===== src/rtl/sq_pkg.sv =====
package sq_pkg;
    localparam int DATA_W  = 16;
    localparam int LEN_W   = 4;
    localparam int CS_W    = 4;
    localparam int BAUD_W  = 8;
    localparam int ADDR_W  = 6;
    localparam int NBITS_W = 5;
    localparam int DEF_LEN = 8;

    typedef struct packed {
        logic [BAUD_W-1:0] baud;
        logic [LEN_W-1:0]  len;
        logic              od;
        logic              cpha;
        logic              cpol;
        logic              master;
    } ctrl_t;

    typedef struct packed {
        logic            len_en;
        logic [CS_W-1:0] cs_n;
    } cmd_t;

    typedef struct packed {
        logic [CS_W-1:0] cs_n;
        logic            mosi;
        logic            sck;
    } pins_t;

    localparam int CMD_W  = $bits(cmd_t);
    localparam int PINS_W = $bits(pins_t);

    localparam logic [3:0] REG_CTRL  = 4'd0;
    localparam logic [3:0] REG_QUEUE = 4'd1;
    localparam logic [3:0] REG_STAT  = 4'd2;
    localparam logic [3:0] REG_PORT  = 4'd3;

    localparam logic [1:0] RGN_REGS = 2'd0;
    localparam logic [1:0] RGN_CMD  = 2'd1;
    localparam logic [1:0] RGN_TX   = 2'd2;
    localparam logic [1:0] RGN_RX   = 2'd3;

    localparam int GO_BIT     = 15;
    localparam int END_LSB    = 8;
    localparam int ST_DONE    = 0;
    localparam int ST_FAULT   = 1;
    localparam int ST_BUSY    = 2;
    localparam int ST_IDX_LSB = 8;

    localparam pins_t PORT_RST = '{cs_n: '1, mosi: 1'b0, sck: 1'b0};

    function automatic logic [NBITS_W-1:0] xfer_len(input logic en,
                                                    input logic [LEN_W-1:0] fld);
        if (!en)
            return NBITS_W'(DEF_LEN);
        else if (fld == '0)
            return NBITS_W'(DATA_W);
        else if (fld < LEN_W'(DEF_LEN))
            return NBITS_W'(DEF_LEN);
        else
            return NBITS_W'(fld);
    endfunction
endpackage


===== src/rtl/sq_baud.sv =====
module sq_baud #(
    parameter int DIV_W = 8
) (
    input  logic             clk,
    input  logic             rst,
    input  logic             en,
    input  logic [DIV_W-1:0] div,
    output logic             tick
);
    logic [DIV_W-1:0] cnt;
    logic             at_top;

    assign at_top = (cnt == div - DIV_W'(1));
    assign tick   = en && (div != '0) && at_top;

    always_ff @(posedge clk) begin
        if (rst || !en)
            cnt <= '0;
        else if (div != '0)
            cnt <= at_top ? '0 : cnt + DIV_W'(1);
    end

    assert_no_tick_at_zero_R6: assert property (@(posedge clk) disable iff (rst)
        (div == '0) |-> !tick);

    assert_tick_spacing_R6: assert property (@(posedge clk) disable iff (rst)
        (tick && div > DIV_W'(1) && en) |=> !tick);
endmodule


===== src/rtl/sq_shifter.sv =====
module sq_shifter
    import sq_pkg::*;
(
    input  logic               clk,
    input  logic               rst,
    input  logic               start,
    input  logic               abort,
    input  logic               tick,
    input  logic               cpol,
    input  logic               cpha,
    input  logic [NBITS_W-1:0] len,
    input  logic [DATA_W-1:0]  tx,
    input  logic               miso,
    output logic               active,
    output logic               sck,
    output logic               mosi,
    output logic               done,
    output logic [DATA_W-1:0]  rx
);
    logic [NBITS_W:0]   edges;
    logic [NBITS_W-1:0] nbits;
    logic [DATA_W-1:0]  shreg;
    logic               lead;
    logic               last;
    logic [3:0]         msb_idx;

    assign lead    = ~edges[0];
    assign last    = (edges + (NBITS_W+1)'(1)) == {nbits, 1'b0};
    assign msb_idx = 4'(nbits - NBITS_W'(1));
    assign mosi    = shreg[msb_idx];

    always_ff @(posedge clk) begin
        if (rst) begin
            active <= 1'b0;
            edges  <= '0;
            nbits  <= NBITS_W'(DEF_LEN);
            shreg  <= '0;
            rx     <= '0;
            sck    <= 1'b0;
            done   <= 1'b0;
        end else begin
            done <= 1'b0;
            if (abort) begin
                active <= 1'b0;
                sck    <= cpol;
            end else if (start && !active) begin
                active <= 1'b1;
                edges  <= '0;
                nbits  <= len;
                shreg  <= tx;
                rx     <= '0;
                sck    <= cpol;
            end else if (active && tick) begin
                edges <= edges + (NBITS_W+1)'(1);
                sck   <= ~sck;
                if (lead) begin
                    if (!cpha)
                        rx <= {rx[DATA_W-2:0], miso};
                    else if (edges != '0)
                        shreg <= {shreg[DATA_W-2:0], 1'b0};
                end else begin
                    if (cpha)
                        rx <= {rx[DATA_W-2:0], miso};
                    else if (!last)
                        shreg <= {shreg[DATA_W-2:0], 1'b0};
                end
                if (last) begin
                    active <= 1'b0;
                    done   <= 1'b1;
                end
            end else if (!active) begin
                sck <= cpol;
            end
        end
    end

    assert_sck_rests_R2: assert property (@(posedge clk) disable iff (rst)
        (!active && !$past(active) && $stable(cpol)) |-> (sck == cpol));

    assert_edge_bound_R5: assert property (@(posedge clk) disable iff (rst)
        active |-> (edges < {nbits, 1'b0}));

    assert_done_pulse_R5: assert property (@(posedge clk) disable iff (rst)
        done |-> (!active && sck == cpol));
endmodule


===== src/rtl/sq_qram.sv =====
module sq_qram
    import sq_pkg::*;
#(
    parameter int DEPTH = 4,
    parameter int IW    = $clog2(DEPTH)
) (
    input  logic              clk,
    input  logic              rst,
    input  logic              cmd_we,
    input  logic              tx_we,
    input  logic [IW-1:0]     bus_idx,
    input  logic [DATA_W-1:0] bus_wdata,
    input  logic              rx_we,
    input  logic [IW-1:0]     eng_idx,
    input  logic [DATA_W-1:0] rx_wdata,
    output cmd_t              eng_cmd,
    output logic [DATA_W-1:0] eng_tx,
    output cmd_t              bus_cmd,
    output logic [DATA_W-1:0] bus_tx,
    output logic [DATA_W-1:0] bus_rx
);
    cmd_t              cmd_q [DEPTH];
    logic [DATA_W-1:0] tx_q  [DEPTH];
    logic [DATA_W-1:0] rx_q  [DEPTH];

    for (genvar i = 0; i < DEPTH; i++) begin : g_slot
        always_ff @(posedge clk) begin
            if (rst) begin
                cmd_q[i] <= '{len_en: 1'b0, cs_n: '1};
                tx_q[i]  <= '0;
                rx_q[i]  <= '0;
            end else begin
                if (cmd_we && bus_idx == IW'(i))
                    cmd_q[i] <= cmd_t'(bus_wdata[CMD_W-1:0]);
                if (tx_we && bus_idx == IW'(i))
                    tx_q[i] <= bus_wdata;
                if (rx_we && eng_idx == IW'(i))
                    rx_q[i] <= rx_wdata;
            end
        end
    end

    assign eng_cmd = cmd_q[eng_idx];
    assign eng_tx  = tx_q[eng_idx];
    assign bus_cmd = cmd_q[bus_idx];
    assign bus_tx  = tx_q[bus_idx];
    assign bus_rx  = rx_q[bus_idx];
endmodule


===== src/rtl/spi_cmd_queue.sv =====
module spi_cmd_queue
    import sq_pkg::*;
#(
    parameter int QDEPTH = 4
) (
    input  logic              clk,
    input  logic              rst,
    input  logic              reg_we,
    input  logic              reg_re,
    input  logic [ADDR_W-1:0] reg_addr,
    input  logic [DATA_W-1:0] reg_wdata,
    output logic [DATA_W-1:0] reg_rdata,
    output logic              sck_o,
    output logic              sck_oe,
    output logic              mosi_o,
    output logic              mosi_oe,
    input  logic              miso_i,
    output logic [CS_W-1:0]   cs_n_o,
    output logic [CS_W-1:0]   cs_oe,
    input  logic              ss_n_i
);
    localparam int PW = $clog2(QDEPTH);

    ctrl_t             ctrl;
    pins_t             port;
    pins_t             drive;
    logic [PW-1:0]     sptr, eptr, idx;
    logic              run, launch, done_f, fault_f;
    logic              fault_now, go;
    logic              wr_regs, wr_ctrl, wr_queue, wr_stat, wr_port;
    cmd_t              eng_cmd, bus_cmd;
    logic [DATA_W-1:0] eng_tx, bus_tx, bus_rx, sh_rx, rd_mux;
    logic              sh_active, sh_sck, sh_mosi, sh_done, tick;

    assign wr_regs   = reg_we && reg_addr[5:4] == RGN_REGS;
    assign wr_ctrl   = wr_regs && reg_addr[3:0] == REG_CTRL;
    assign wr_queue  = wr_regs && reg_addr[3:0] == REG_QUEUE;
    assign wr_stat   = wr_regs && reg_addr[3:0] == REG_STAT;
    assign wr_port   = wr_regs && reg_addr[3:0] == REG_PORT;
    assign fault_now = ctrl.master && !ss_n_i;
    assign go        = wr_queue && reg_wdata[GO_BIT] && ctrl.master && !run && !fault_now;

    always_ff @(posedge clk) begin
        if (rst) begin
            ctrl    <= '0;
            port    <= PORT_RST;
            sptr    <= '0;
            eptr    <= '0;
            idx     <= '0;
            run     <= 1'b0;
            launch  <= 1'b0;
            done_f  <= 1'b0;
            fault_f <= 1'b0;
        end else begin
            launch <= 1'b0;
            if (wr_ctrl)
                ctrl <= ctrl_t'(reg_wdata);
            if (wr_port)
                port <= pins_t'(reg_wdata[PINS_W-1:0]);
            if (wr_queue && !run) begin
                sptr <= reg_wdata[PW-1:0];
                eptr <= reg_wdata[END_LSB +: PW];
            end
            if (wr_stat && reg_wdata[ST_DONE])
                done_f <= 1'b0;
            if (wr_stat && reg_wdata[ST_FAULT])
                fault_f <= 1'b0;

            if (fault_now) begin
                ctrl.master <= 1'b0;
                fault_f     <= 1'b1;
                run         <= 1'b0;
            end else if (go) begin
                run    <= 1'b1;
                idx    <= reg_wdata[PW-1:0];
                launch <= 1'b1;
            end else if (run && sh_done) begin
                done_f <= 1'b1;
                if (idx == eptr) begin
                    run <= 1'b0;
                end else begin
                    idx    <= (idx == PW'(QDEPTH - 1)) ? '0 : idx + PW'(1);
                    launch <= 1'b1;
                end
            end
        end
    end

    sq_qram #(.DEPTH(QDEPTH), .IW(PW)) u_qram (
        .clk      (clk),
        .rst      (rst),
        .cmd_we   (reg_we && reg_addr[5:4] == RGN_CMD),
        .tx_we    (reg_we && reg_addr[5:4] == RGN_TX),
        .bus_idx  (reg_addr[PW-1:0]),
        .bus_wdata(reg_wdata),
        .rx_we    (run && sh_done),
        .eng_idx  (idx),
        .rx_wdata (sh_rx),
        .eng_cmd  (eng_cmd),
        .eng_tx   (eng_tx),
        .bus_cmd  (bus_cmd),
        .bus_tx   (bus_tx),
        .bus_rx   (bus_rx)
    );

    sq_baud #(.DIV_W(BAUD_W)) u_baud (
        .clk (clk),
        .rst (rst),
        .en  (sh_active),
        .div (ctrl.baud),
        .tick(tick)
    );

    sq_shifter u_shift (
        .clk   (clk),
        .rst   (rst),
        .start (launch),
        .abort (fault_now),
        .tick  (tick),
        .cpol  (ctrl.cpol),
        .cpha  (ctrl.cpha),
        .len   (xfer_len(eng_cmd.len_en, ctrl.len)),
        .tx    (eng_tx),
        .miso  (miso_i),
        .active(sh_active),
        .sck   (sh_sck),
        .mosi  (sh_mosi),
        .done  (sh_done),
        .rx    (sh_rx)
    );

    always_comb begin
        if (run)
            drive = '{cs_n: eng_cmd.cs_n, mosi: sh_mosi, sck: sh_sck};
        else
            drive = port;
    end

    assign sck_o   = drive.sck;
    assign mosi_o  = drive.mosi;
    assign cs_n_o  = drive.cs_n;
    assign sck_oe  = ctrl.od ? ~drive.sck  : 1'b1;
    assign mosi_oe = ctrl.od ? ~drive.mosi : 1'b1;
    assign cs_oe   = ctrl.od ? ~drive.cs_n : '1;

    always_comb begin
        rd_mux = '0;
        case (reg_addr[5:4])
            RGN_REGS: begin
                case (reg_addr[3:0])
                    REG_CTRL:  rd_mux = DATA_W'(ctrl);
                    REG_QUEUE: begin
                        rd_mux[PW-1:0]         = sptr;
                        rd_mux[END_LSB +: PW]  = eptr;
                    end
                    REG_STAT: begin
                        rd_mux[ST_DONE]          = done_f;
                        rd_mux[ST_FAULT]         = fault_f;
                        rd_mux[ST_BUSY]          = run;
                        rd_mux[ST_IDX_LSB +: PW] = idx;
                    end
                    REG_PORT:  rd_mux = DATA_W'(port);
                    default:   rd_mux = '0;
                endcase
            end
            RGN_CMD: rd_mux = DATA_W'(bus_cmd);
            RGN_TX:  rd_mux = bus_tx;
            default: rd_mux = bus_rx;
        endcase
    end

    always_ff @(posedge clk) begin
        if (rst)
            reg_rdata <= '0;
        else if (reg_re)
            reg_rdata <= rd_mux;
    end

    assert_fault_stops_R11: assert property (@(posedge clk) disable iff (rst)
        (ctrl.master && !ss_n_i) |=> (!run && !ctrl.master && fault_f));

    assert_go_ignored_R13: assert property (@(posedge clk) disable iff (rst)
        (!ctrl.master && !run) |=> !run);

    assert_done_at_end_R8: assert property (@(posedge clk) disable iff (rst)
        (run && sh_done && idx == eptr && !fault_now) |=> (!run && done_f));

    assert_cs_held_R9: assert property (@(posedge clk) disable iff (rst)
        (run && $past(run) && $stable(idx) && !$past(reg_we)) |-> $stable(cs_n_o));

    assert_open_drain_R12: assert property (@(posedge clk) disable iff (rst)
        ctrl.od |-> (!(sck_oe && sck_o) && !(mosi_oe && mosi_o) && ((cs_oe & cs_n_o) == '0)));

    assert_idle_engine_R10: assert property (@(posedge clk) disable iff (rst)
        (!run && !launch) |=> !sh_active);
endmodule


===== config.mk =====
export PLATFORM = sky130hd
export DESIGN_NAME = spi_cmd_queue
export DESIGN_NICKNAME = d
export VERILOG_FILES = /design/src/rtl/sq_pkg.sv /design/src/rtl/sq_baud.sv /design/src/rtl/sq_shifter.sv /design/src/rtl/sq_qram.sv /design/src/rtl/spi_cmd_queue.sv
export SDC_FILE = /design/constraint.sdc
export NUM_CORES = 1
export LEC_CHECK = 0
export ABC_AREA = 1
export BUFFER_PORTS_ARGS = -buffer_cell sky130_fd_sc_hd__buf_2
export CAP_MARGIN = 40
export CORE_ASPECT_RATIO = 1.75
export CORE_MARGIN = 2
export CORE_UTILIZATION = 30
export DETAILED_ROUTE_END_ITERATION = 10
export PLACE_DENSITY = 0.44
export SLEW_MARGIN = 30
export SYNTH_ARGS = -nofsm -noshare
export SYNTH_HDL_FRONTEND = slang
export SYNTH_SLANG_ARGS = --single-unit
export TNS_END_PERCENT = 50

===== constraint.sdc =====
create_clock -name clk -period 3 [get_ports clk]
set_clock_uncertainty 0.2 [all_clocks]
set_input_delay 0 -clock clk [delete_from_list [all_inputs] [get_ports clk]]
set_output_delay 0 -clock clk [all_outputs]
set_load 0.03 [all_outputs]

==> results of run 1 <==
-- logic make-up (layout without fill, tap and decap cells) --
group,Yosys count,in the layout
compound gates,300,300
xor+xnor,15,15
fa+ha+maj,10,10
simple gates,702,702
flops,252,252
buf+inv,208,339
-- layer usage --
layer	up-vias	global-route usage	routed length, µm
met5	-	0	0
met4	0	0.0806	1730
met3	88	0.0200	1480
met2	235	0.395	23900
met1	5271	0.231	17000
li1	5213	-	-
-- worst min-delay path by stage --
stage,slack (ns),start,end,cells after the start
floorplan,-0.07,reg_wdata[2],port[2]$_SDFFE_PP1P_,2
global placement,0.05,reg_wdata[3],port[3]$_SDFFE_PP1P_,3
detailed placement,0.06,reg_wdata[3],port[3]$_SDFFE_PP1P_,3
CTS,0.02,reg_addr[0],reg_rdata[6]$_SDFFE_PP0P_,7
global route,0.07,reg_addr[0],reg_rdata[6]$_SDFFE_PP0P_,7
finish,0.05,reg_addr[0],reg_rdata[6]$_SDFFE_PP0P_,7
-- final cells by class --
class | count | area, µm² | share of cell area
Timing Repair Buffer | 158 | 1200 | 0.0814
Clock inverter | 12 | 115 | 0.00784
Clock buffer | 37 | 723 | 0.0492
Multi-Input combinational cell | 1027 | 4950 | 0.337
Tap cell | 550 | 688 | 0.0468
Inverter | 132 | 495 | 0.0337
Sequential cell | 252 | 6530 | 0.444
-- metrics by stage --
step,std cells,setup slack [ns],hold WS (ns)
floorplan,1487,0.529,-0.0736
global placement,2072,0.477,0.0496
detailed placement,2073,0.405,0.0630
CTS,2168,0.0615,0.0187
global route,2168,0.0201,0.0683
finish,2168,0.164,0.0463
-- timing repair --
action | 4_1_cts | 5_1_grt
endpoints found under the setup margin | 0 | 10
endpoints found under the hold margin | 154 | 0
hold buffers | 46 | 0
resized for setup | 0 | 4
-- critical path: stages --
cell,delay [ns]
dlygate4sd3_1,0.55
buf_2,0.16
nor2_2,0.20
nand2_1,0.16
nor3_2,0.17
dlygate4sd3_1,0.56
buf_4,0.17
nand4_1,0.09
dlygate4sd3_1,0.63
nand2_1,0.08
inv_1,0.06
a21oi_1,0.25
-- cells in the mapped netlist (all sizes together) (6+ instances only) --
library cell    n
a21oi          84
a22oi          47
a31oi          10
a32o           14
buf            22
clkbuf         54
dfxtp         104
edfxtp        148
ha             10
inv           127
nand2         337
nand3          43
nand4          23
nor2          277
nor3           12
nor4            6
o211ai          7
o21ai         116
o22ai           6
xor2           10
-- sequential cells by signal, summed over array words and instances (netlist names), 2 cells and up, named ones only --
name,count
idx,2
u_shift.shreg,16
u_qram.rx_q,64
u_baud.cnt,8
u_shift.rx,16
port,6
u_qram.cmd_q,20
reg_rdata,16
u_qram.tx_q,64
eptr,2
sptr,2
u_shift.nbits,5
ctrl,16
u_shift.edges,6
-- power by group --
part / switching [W] / internal, W
Combinational: 0.000400 / 0.000178
Clock: 0.00146 / 0.00186
Sequential: 0.0000561 / 0.00376
Total: 0.00191 / 0.00580
==> results.json, run 1 <==
{
  "startpoint": "reg_addr[5]",
  "synth_top_family_by_area": "simple AND/OR/NAND/NOR gates",
  "syn_inst": 1487,
  "routed_wl_um": 44000,
  "gp_congestion": 0.837,
  "yosys.area_share.adder": 0.0102,
  "muxShareOfSynthArea": 0,
  "groute.usage.overall": 0.207,
  "core_area_mm2": 0.0406,
  "vdd_drop_max_v": 0.000371,
  "cp.required_ns": 3.25,
  "first_pass_iters": 5,
  "cp_max_fo": 9,
  "synth-simple-area-share": 0.233,
  "port_buffers": 55,
  "r2r-end": "idx[0]$_SDFFE_PP0N_",
  "cts_root_buffer": "clkbuf_16",
  "fin_tns_setup_ns": 0,
  "cts_tree": "done",
  "clk_latency_ns": 0.56,
  "synth-seq-area-share": 0.533,
  "overflow": 0,
  "n_fill_cell": 4241,
  "rows": 98,
  "routedWlPerCell_um": 20.3,
  "arrival_ns": 3.09,
  "syn-num-nets": 1525,
  "final_area_mm2": 0.0147,
  "critPathKind": "in2reg",
  "reg2reg_from": "run$_SDFFE_PP0P_",
  "synth_area_leader_cell": "edfxtp_1",
  "hold_class": "in2reg",
  "dp_hpwl_um": 31300,
  "cp-start-kind": "input pin",
  "synth.distinct_cells": 45,
  "fmax_mhz": 353,
  "endpoint": "idx[0]$_SDFFE_PP0N_",
  "min_period_ns": 2.84,
  "yosys_register_bits": 252,
  "ys_warn_count": 0,
  "utilization": 0.362,
  "finalNetCount": 1636,
  "synth_edf_count": 148,
  "yosysTopAreaCellShare": 0.363,
  "avgViaCountPerCell": 4.98,
  "power.density_mw_per_mm2": 525,
  "grt_max_degree": 41,
  "insertedDiodeCount": 0,
  "clk_pin_slew_ns": 0.06,
  "synth_xor_area_frac": 0.0119,
  "dieHeight_um": 271,
  "total_power_w": 0.00771,
  "crit_path_end_kind": "register",
  "fin_crit_sh": 0.945,
  "drt_iter0_drc": 587,
  "ys.flop_type": "edfxtp_1",
  "antenna_found_initial": 0,
  "postCtsSetupRepairBufs": 0,
  "synthTopCellsByArea": "edfxtp_1 36%, dfxtp_1 17%, nand2_1 10%",
  "area_growth_pct": 19.9,
  "slew_violations": 0,
  "syn_avg_cell_area_um2": 8.24,
  "vias": 10807,
  "dpl_cell_area_mm2": 0.0134,
  "layout-drive-gt1-share": 0.109,
  "leakagePower_nw": 5.77,
  "synth_compound_area_frac": 0.146,
  "reg2reg_depth": 9,
  "async_flop_share": 0,
  "worst-r2r-setup-slack_ns": 0.20,
  "cts_buffer_depth": 3,
  "slew_headroom": 0.488,
  "drc": 0,
  "cap_violations": 0,
  "synth_area_mm2": 0.0123,
  "final_common_cell": "nand2_1",
  "numCtsBuffers": 27,
  "ant_nets": 0,
  "mostFrequentLayoutCells": "335 x nand2_1, 267 x nor2_1, 148 x edfxtp_1",
  "finalSetupViolCount": 0,
  "htreeDepth": 1,
  "initial_utilization": 0.302,
  "grt_pass1_vias": 10779,
  "hold_viol_final": 0,
  "worst_pin_slew_ns": 0.760,
  "cts_sinks": 252,
  "ios": 56,
  "die-area_mm2": 0.0425,
  "grt_setup_unrepaired": "no",
  "outcome": "finished clean",
  "grt_pass1_wl_um": 66000,
  "die_w_um": 157
}
No activity file was read; power rests on OpenSTA's default activity.
==> run 2: changes to the inputs <==
CTS_BUF_LIST = sky130_fd_sc_hd__clkbuf_4 sky130_fd_sc_hd__clkbuf_8 sky130_fd_sc_hd__clkbuf_16   (was default)
PLACE_DENSITY = 0.45   (was 0.44)
clock period = 2.4 ns   (was 3 ns; I/O delays follow)
==> run 2 against run 1 <==
The run now ends with negative setup slack left. Sequential cell count stayed put. Final cell count is 2.5% higher. Hold slack better by 0.0087 ns. Critical path depth is 3 lower. Worst setup slack worse by 0.23 ns. Register-to-register slack worse by 0.10 ns. Critical path type is now reg2out. Clock power is 33% higher. First-iteration DRC count is 23% higher. Critical endpoint is now mosi_o. Sequential power is 25% higher. Count of clock-buffer cells in the layout is 1 lower. Via count is 3.5% higher.
==> results.json, run 2 (synthesis results as in run 1) <==
{
  "mostFrequentLayoutCells": "329 x nand2_1, 258 x nor2_1, 148 x edfxtp_1",
  "power.density_mw_per_mm2": 637,
  "grt_setup_unrepaired": "yes",
  "final_common_cell": "nand2_1",
  "max_stage_delay_ns": 0.33,
  "outcome": "finished, violations left",
  "overflow": 0,
  "layout-drive-gt1-share": 0.160,
  "slew_headroom": 0.545,
  "first_pass_iters": 7,
  "cp_top_family": "compound AO/OA/AOI/OAI gates",
  "arrival_ns": 2.27,
  "vdd_drop_max_v": 0.000503,
  "fmax_mhz": 406,
  "port_buffers": 55,
  "cp.required_ns": 2.20,
  "finalNetCount": 1691,
  "antenna_found_initial": 0,
  "die-area_mm2": 0.0425,
  "worst_pin_slew_ns": 0.676,
  "cap_violations": 0,
  "clk_latency_ns": 0.55,
  "avgViaCountPerCell": 5.03,
  "area_growth_pct": 27.1,
  "cts_sinks": 252,
  "p_switching_w": 0.00234,
  "ant_nets": 0,
  "die_w_um": 157,
  "drc": 0,
  "leakagePower_nw": 6.19,
  "p_seq_frac": 0.481,
  "slew_violations": 0,
  "grt_max_degree": 41,
  "p_sw_frac": 0.236,
  "finalSetupViolCount": 2,
  "reg.largest.list": "u_qram.rx_q: 64 flops, u_qram.tx_q: 64 flops, u_qram.cmd_q: 20 flops",
  "groute.usage.overall": 0.208,
  "violations": "negative setup slack",
  "hold_class": "in2reg",
  "gp_congestion": 0.830,
  "dp_hpwl_um": 31500,
  "total_power_w": 0.00991,
  "insertedDiodeCount": 0,
  "core_area_mm2": 0.0406,
  "crit_path_top_delay_cell": "dfxtp_2",
  "rows": 98,
  "worst-r2r-setup-slack_ns": 0.10,
  "cts_buffer_depth": 3,
  "cts_root_buffer": "clkbuf_16",
  "crit_path_end_kind": "output pin",
  "initial_utilization": 0.302,
  "share_clk_of_total_power": 0.443,
  "ios": 56,
  "htreeDepth": 1,
  "p_int_w": 0.00757,
  "routed_wl_um": 45200,
  "hold_viol_final": 0,
  "n_fill_cell": 4148,
  "fin_crit_sh": 1.03,
  "grt_pass1_wl_um": 65900,
  "critPathKind": "reg2out",
  "setup_slack_ns": -0.0656,
  "cp-start-kind": "register",
  "grt_pass1_vias": 10988,
  "p_comb_frac": 0.075,
  "clk_pin_slew_ns": 0.06,
  "drt_iter0_drc": 722,
  "numCtsBuffers": 26,
  "cp_max_fo": 5,
  "vias": 11186,
  "path_buf_inv": 3,
  "min_period_ns": 2.47,
  "crit_chain": "inv_2 -> ha_4 -> inv_4 -> a21oi_2 -> o21ai_1 -> nand3_1 -> nand3b_1 -> a31oi_4 -> buf_2",
  "utilization": 0.384,
  "dieHeight_um": 271,
  "routedWlPerCell_um": 20.3,
  "cts_tree": "done"
}
[run 2: cell types whose count changed in the layout (fill, tap and decap cells not counted), moves of 6 or more]
| cell | delta |
|---|---|
| dfxtp_1 | -6 |
| nand2_1 | -6 |
| o21ai_0 | -8 |
| clkbuf_1 | -9 |
| buf_4 | +30 |
| nor2_1 | -9 |
| dlygate4sd3_1 | +8 |
| o21ai_1 | +6 |
| inv_1 | -6 |
| clkbuf_4 | +7 |
| buf_12 | +10 |
[run 2: power groups by stage]
stage / clock (W) / sequential, W / combinational [W]
after CTS: 0.00445 / 0.00477 / 0.000746
after detailed placement: 0 / 0.00486 / 0.000690
after global routing: 0.00460 / 0.00478 / 0.000803
final: 0.00439 / 0.00477 / 0.000748
after global placement: 0 / 0.00486 / 0.000693
after floorplan: 0 / 0.00488 / 0.000326
[run 2: path summary, 6_finish.rpt]
kind | start | depth (start not counted) | endpoint
setup / recovery | u_shift.nbits[1]$_SDFFE_PP0P_ | 9 | mosi_o
hold / removal | reg_addr[1] | 8 | reg_rdata[9]$_SDFFE_PP0P_
setup reg to reg | ctrl[9]$_SDFFE_PP0P_ | 15 | u_shift.shreg[13]$_SDFFE_PP0P_
hold reg to reg | reg_rdata[11]$_SDFFE_PP0P_ | 2 | reg_rdata[11]$_SDFFE_PP0P_
[run 2: layout make-up]
type                            instances  area (µm²)  area share
Tap cell                              550         688      0.0442
Timing Repair Buffer                  214        1830       0.118
Sequential cell                       252        6540       0.420
Clock buffer                           36         756      0.0486
Clock inverter                         12         155     0.00997
Inverter                              132         498      0.0320
Multi-Input combinational cell       1027        5100       0.328
[run 2: metal layers]
layer  up-vias  wire [µm]  track usage
met5         -          0            0
met4         0       1830       0.0980
met3       107       1530       0.0206
met2       300      25300        0.401
met1      5455      16600        0.222
li1       5324          -            -
[run 2: per-stage QoR]
step | instances | worst slack (ns) | instance area, µm² | setup TNS (ns) | hold slack [ns]
finish | 2223 | -0.0656 | 15600 | -0.110 | 0.0549
global route | 2223 | -0.174 | 15600 | -0.451 | 0.116
CTS | 2210 | -0.140 | 15200 | -0.279 | 0.0330
detailed placement | 2106 | -0.0645 | 13700 | -1.20 | 0.0424
global placement | 2106 | -0.0267 | 13700 | -0.313 | 0.0456
floorplan | 1487 | 0.147 | 12300 | 0 | -0.0736
[run 2: timing repair]
item	in CTS	in global routing
cloned	0	6
setup endpoints to repair	41	49
pin swaps	3	18
endpoints found under the hold margin	157	1
hold buffers	54	1
resized for setup	21	44
buffers inserted	2	5
[run 2: tightest hold or removal path: stages]
cell     delay [ns]
buf_2          0.17
nor2_4         0.11
a22oi_1        0.18
nand3_1        0.10
nand2_1        0.06
nand2_1        0.04
nand2_1        0.05
inv_1          0.03
